### src/rtl/bch_status_pkg.sv
package bch_status_pkg;
   localparam int WORD_W = 16;
   localparam int ERR_N  = 7;
   // positions of the sticky error bits, index order of the error vector
   localparam int ERR_POS [ERR_N] = '{10, 9, 8, 4, 2, 1, 0};
   localparam int POS_TXB   = 15;
   localparam int POS_RXB   = 14;
   localparam int POS_FIRST = 13;
   localparam int POS_CPC   = 12;
   localparam int POS_OE    = 11;
   localparam int POS_EMPTY = 5;
   localparam int POS_FULL  = 3;
   typedef enum logic [0:0] {CH_TX = 1'b0, CH_RX = 1'b1} chan_e;
endpackage

### src/rtl/bch_run_flag.sv
module bch_run_flag (
   input  logic clk,
   input  logic rst_n,
   input  logic start_i,
   input  logic end_i,
   output logic busy_o
);
   always_ff @(posedge clk or negedge rst_n) begin
      if (!rst_n)       busy_o <= 1'b0;
      else if (end_i)   busy_o <= 1'b0;
      else if (start_i) busy_o <= 1'b1;
   end
endmodule

### src/rtl/bch_field_track.sv
module bch_field_track #(
   parameter int W = 2
) (
   input  logic         clk,
   input  logic         rst_n,
   input  logic         accept_i,
   input  logic         first_i,
   input  logic [W-1:0] field_i,
   output logic         chg_o
);
   logic [W-1:0] prev_q;

   always_ff @(posedge clk or negedge rst_n) begin
      if (!rst_n)        prev_q <= '0;
      else if (accept_i) prev_q <= field_i;
   end

   assign chg_o = accept_i && !first_i && (field_i != prev_q);
endmodule

### src/rtl/bch_sticky_bank.sv
module bch_sticky_bank #(
   parameter int N = 7
) (
   input  logic         clk,
   input  logic         rst_n,
   input  logic         clr_i,
   input  logic [N-1:0] set_i,
   output logic [N-1:0] q_o
);
   for (genvar i = 0; i < N; i++) begin : g_bit
      always_ff @(posedge clk or negedge rst_n) begin
         if (!rst_n) q_o[i] <= 1'b0;
         else        q_o[i] <= set_i[i] | (q_o[i] & ~clr_i);
      end
   end
endmodule

### src/rtl/bch_status_reg.sv
module bch_status_reg
   import bch_status_pkg::*;
#(
   parameter int CPC_W = 2,
   parameter int OE_W  = 1
) (
   input  logic              clk,
   input  logic              rst_n,
   input  logic              tx_start,
   input  logic              tx_end,
   input  logic              rx_start,
   input  logic              rx_end,
   input  logic              pkt_valid,
   input  logic [CPC_W-1:0]  pkt_cpc,
   input  logic [OE_W-1:0]   pkt_oe,
   input  logic              err_dlen,
   input  logic              err_txlate,
   input  logic              err_rxlate,
   input  logic              err_stype,
   input  logic              err_blkcnt,
   input  logic              err_hdr,
   input  logic              err_fmt,
   input  logic              fifo_empty,
   input  logic              fifo_full,
   input  logic              rd_en,
   output logic [WORD_W-1:0] rd_data
);
   localparam int EV_N = 3;

   if (CPC_W < 1 || CPC_W > 8) begin : g_bad_cpc
      $error("CPC_W out of range");
   end
   if (OE_W < 1 || OE_W > 8) begin : g_bad_oe
      $error("OE_W out of range");
   end

   logic [1:0] cmd_start, cmd_end, busy;
   assign cmd_start = {rx_start, tx_start};
   assign cmd_end   = {rx_end, tx_end};

   for (genvar c = 0; c < 2; c++) begin : g_chan
      bch_run_flag u_run (
         .clk(clk), .rst_n(rst_n),
         .start_i(cmd_start[c]), .end_i(cmd_end[c]), .busy_o(busy[c])
      );
   end

   logic accept, armed_q;
   assign accept = pkt_valid & busy[CH_RX];

   always_ff @(posedge clk or negedge rst_n) begin
      if (!rst_n)                    armed_q <= 1'b0;
      else if (rx_start && !rx_end)  armed_q <= 1'b1;
      else if (accept)               armed_q <= 1'b0;
   end

   logic cpc_chg, oe_chg;
   bch_field_track #(.W(CPC_W)) u_cpc (
      .clk(clk), .rst_n(rst_n), .accept_i(accept), .first_i(armed_q),
      .field_i(pkt_cpc), .chg_o(cpc_chg)
   );
   bch_field_track #(.W(OE_W)) u_oe (
      .clk(clk), .rst_n(rst_n), .accept_i(accept), .first_i(armed_q),
      .field_i(pkt_oe), .chg_o(oe_chg)
   );

   logic [EV_N-1:0] ev_set, ev_q;
   assign ev_set = {accept & armed_q, cpc_chg, oe_chg};
   bch_sticky_bank #(.N(EV_N)) u_ev (
      .clk(clk), .rst_n(rst_n), .clr_i(rd_en), .set_i(ev_set), .q_o(ev_q)
   );

   logic [ERR_N-1:0] err_set, err_q;
   assign err_set = {err_fmt, err_hdr, err_blkcnt, err_stype,
                     err_rxlate, err_txlate, err_dlen};
   bch_sticky_bank #(.N(ERR_N)) u_err (
      .clk(clk), .rst_n(rst_n), .clr_i(rd_en), .set_i(err_set), .q_o(err_q)
   );

   always_comb begin
      rd_data            = '0;
      rd_data[POS_TXB]   = busy[CH_TX];
      rd_data[POS_RXB]   = busy[CH_RX];
      rd_data[POS_FIRST] = ev_q[2];
      rd_data[POS_CPC]   = ev_q[1];
      rd_data[POS_OE]    = ev_q[0];
      rd_data[POS_EMPTY] = fifo_empty;
      rd_data[POS_FULL]  = fifo_full;
      for (int k = 0; k < ERR_N; k++) rd_data[ERR_POS[k]] = err_q[k];
   end
endmodule

### config.mk
export PLATFORM = sky130hd
export DESIGN_NAME = bch_status_reg
export DESIGN_NICKNAME = d
export VERILOG_FILES = /design/src/rtl/bch_status_pkg.sv /design/src/rtl/bch_run_flag.sv /design/src/rtl/bch_field_track.sv /design/src/rtl/bch_sticky_bank.sv /design/src/rtl/bch_status_reg.sv
export SDC_FILE = /design/constraint.sdc
export NUM_CORES = 1
export LEC_CHECK = 0
export ABC_AREA = 1
export BUFFER_PORTS_ARGS = -buffer_cell sky130_fd_sc_hd__buf_2
export CAP_MARGIN = 20
export CORE_MARGIN = 2
export CORE_UTILIZATION = 43
export DETAILED_ROUTE_END_ITERATION = 10
export PLACE_DENSITY = 0.74
export SYNTH_ARGS = -nofsm -noshare
export SYNTH_HDL_FRONTEND = slang
export SYNTH_HIERARCHICAL = 1
export SYNTH_SLANG_ARGS = --single-unit
### constraint.sdc
create_clock -name clk -period 0.9 [get_ports clk]
set_input_delay 0.18 -clock clk [delete_from_list [all_inputs] [get_ports clk]]
set_output_delay 0.18 -clock clk [all_outputs]
set_load 0.02 [all_outputs]
==> impl_results.md <==
* Status: finished with violations
* Failing checks: negative setup slack
* Worst Path Required at 0.72 ns
* Share of post-route cells with drive strength above 1 at 38.8%
* Fin crit period at between 1 and 1.5 ns
* Tightest Hold Check Type: in2reg
* Post-synth top area share at between 50% and 60%
* Final core occ at 68.3%
* Most frequent cell after synthesis: nand2_1
* Critical path class: reg2out
* Slew Limit Fails at 0
* GR Util All Layers at 18.4%
* VDD IR max at approximately 1.0 mV
* Largest net degree at the start of global routing at 17
* Mean Syn Cell Area at ~7.8 sq um
* First-iteration detailed-routing DRC count at 9
* Commonest cells in the netlist: nand2_1 (37), inv_1 (21), dfrtp_1 (16)
* Vias in the first global route at 639
* Buf/Inv on CP at 1
* Ratio of final minimum period to clock period at 116%
* Synthesized flop and latch total at 16
* Critical Path AT at about 0.86 ns
* Die Span Y at 44.8 um
* Avg WL per Cell at 10.3 um
* Biggest area consumer among synthesized cells: dfrtp_1
* Synth Warn # at 6
* Synth-to-Final Area Change at 45.7%
* Critical path fanouts, max at 3
* CTS HTree Levels at 1
* Distinct cell type count of the synthesized netlist at 11
* Delay-heaviest family, CP: flip-flops
* CTS sink cnt at 16
* Root Driver: clkbuf_4
* Critical path depth at 1
* Hold Violations, Final at 0
* Fillers at 130
* Sequential-to-total area share from yosys stat at 56.0%
* DP HPWL at 1040 um
* Max Cap Violations at 0
* Antenna Cells at 0
* Worst-path clk slew at 0.09 ns
* CP Launch Type: flop
* CTS tree: done
* Worst-Skew Late Latency at 0.28 ns
* Total power draw at around 0.0016 W
* Sum of negative setup slack at -1.51 ns
* Post-synth ARST share at 100%
* Pwr dens at approximately 1500 mW/mm^2
* DRC at 0
* DR vias/cell at 4.28
* R2R Setup Slk at -0.11 ns
* Syn Inst Count at 92
* CP Capture Type: output pin
* Share of power burned in combinational logic at 23.9%
* Pleak at just over 0.6 nW
* Routed vias at between 600 and 700
* Clock share of power at 24.0%
* Port bufs at 29
* Hold path depth at 2
* First-pass GRT wire length at 2520 um
* Final setup violation count at 19
* Initial core utilization at 46.9%
* Die Area at about 0.0020 sq mm
* 1st-pass router iterations at 3
* RSZ-0062 raised after global routing: yes
* PnR worst setup slack at -0.140 ns
* Sw Pwr at 0.000469 W
* Mapped Area at approximately 700 sq um
* Internal power at 0.00114 W
* Number of synthesized flops with an enable pin at 0
* Number of CTS-inserted buffers at 3
* FP Rows at 14
* Seq pwr share at 52.1%
* Grt ovf at 0
* Initial antenna violation count at 0
* CORE AREA at 0.00152 sq mm
* Ys flop type: dfrtp_1
* Crit path max-delay cell type: dfrtp_2
* Fmax at 962 MHz
* Final net count at 150
* Largest buffer count on any clock path at 2
* Max incr delay on CP at 0.44 ns
* Final Skew at 0.00836 ns
* CP cell instances: buf_6
* R2R depth at 7
* Die Width at between 40 and 50 um
* Net Sw Frac at 29.2%
* Synth area leaders: dfrtp_1 (56%), nand2_1 (19%), inv_1 (11%)
* Ports at 36
* Final ANT Viol Nets at 0
* Routability cong. at 0.749
* WL final at 1490 um
-- power by group through the flow --
stage | Combinational [W] | Sequential (W) | Clock [W]
6_report | 0.000384 | 0.000836 | 0.000386
5_1_grt | 0.000428 | 0.000843 | 0.000430
4_1_cts | 0.000353 | 0.000834 | 0.000398
3_5_place_dp | 0.000286 | 0.000839 | 0
3_3_place_gp | 0.000275 | 0.000833 | 0
2_1_floorplan | 0.000137 | 0.000883 | 0
-- logic make-up (layout without fill, tap and decap cells) --
group	Yosys count	count (layout)	share of synthesized area (%)
and+or+nand+nor	44	44	23.8
AOI/OAI and AO/OA	4	4	3.33
DFF	16	16	56.0
buffers and inverters	27	63	16.3
other	1	2	0.525
-- cells in the final DEF, fill, tap and decap left out, types with 2 or more instances in the layout --
| master | count |
|---|---|
| inv_2 | 2 |
| nor2_2 | 2 |
| nor2_1 | 4 |
| nand2_2 | 4 |
| buf_6 | 14 |
| buf_4 | 4 |
| clkbuf_4 | 3 |
| nand2_1 | 33 |
| dfrtp_1 | 15 |
| buf_2 | 17 |
| conb_1 | 2 |
| inv_1 | 20 |
| o21ai_1 | 3 |
-- worst paths after layout --
check / start / end
hold / removal: tx_end / g_chan[0].u_run/busy_o
min in group asynchronous: rst_n / g_chan[0].u_run/busy_o
setup / recovery: g_chan[1].u_run/busy_o / rd_data[14]
setup reg to reg: g_chan[1].u_run/busy_o / u_ev/q_o[0]
hold reg to reg: u_err/q_o[0] / u_err/q_o[0]
max in group asynchronous: rst_n / g_chan[1].u_run/busy_o
-- what timing repair did --
action | 4_1_cts | 5_1_grt
pin swaps | 0 | 4
gates resized for setup | 30 | 7
endpoints found under the hold margin | 16 | 0
setup endpoints to repair | 14 | 19
hold buffers | 1 | 0
buffers inserted | 2 | 4
-- per-stage QoR --
step	hold slack (ns)	cells	worst slack, ns	instance area [sq um]
3_3_place_gp	0.105	134	0.0587	855
3_5_place_dp	0.108	134	0.0168	855
6_report	0.0327	145	-0.140	1040
2_1_floorplan	-0.116	93	0.0114	719
5_1_grt	0.00923	145	-0.179	1040
4_1_cts	0.0217	141	-0.133	993
-- final cells by class --
| class | instances | area (sq um) | share of cell area (%) |
|---|---|---|---|
| clock buffers | 4 | 26.3 | 2.52 |
| inverters | 23 | 91.3 | 8.77 |
| multi-input cells | 50 | 219 | 21.0 |
| flip-flops and latches | 16 | 402 | 38.6 |
| well taps | 16 | 20.0 | 1.92 |
| repair buffers | 36 | 283 | 27.2 |
-- routing by layer --
metal  share of wire, %  wire (um)  GRT usage, %  vias up
met5                  0          0             0        -
met4                1.3         19          9.09        0
met3                5.4         81          5.20        2
met2                 53        796          33.6       17
met1                 40        596          18.9      274
li1                   -          -             -      327
-- flip-flops by register name, indices dropped and copies added, names as in the netlist --
register             flops
armed_q                  1
g_chan.u_run/busy_o      2
u_cpc/prev_q             2
u_err/q_o                7
u_ev/q_o                 3
u_oe/prev_q              1
(Power assumes the default switching activity.)
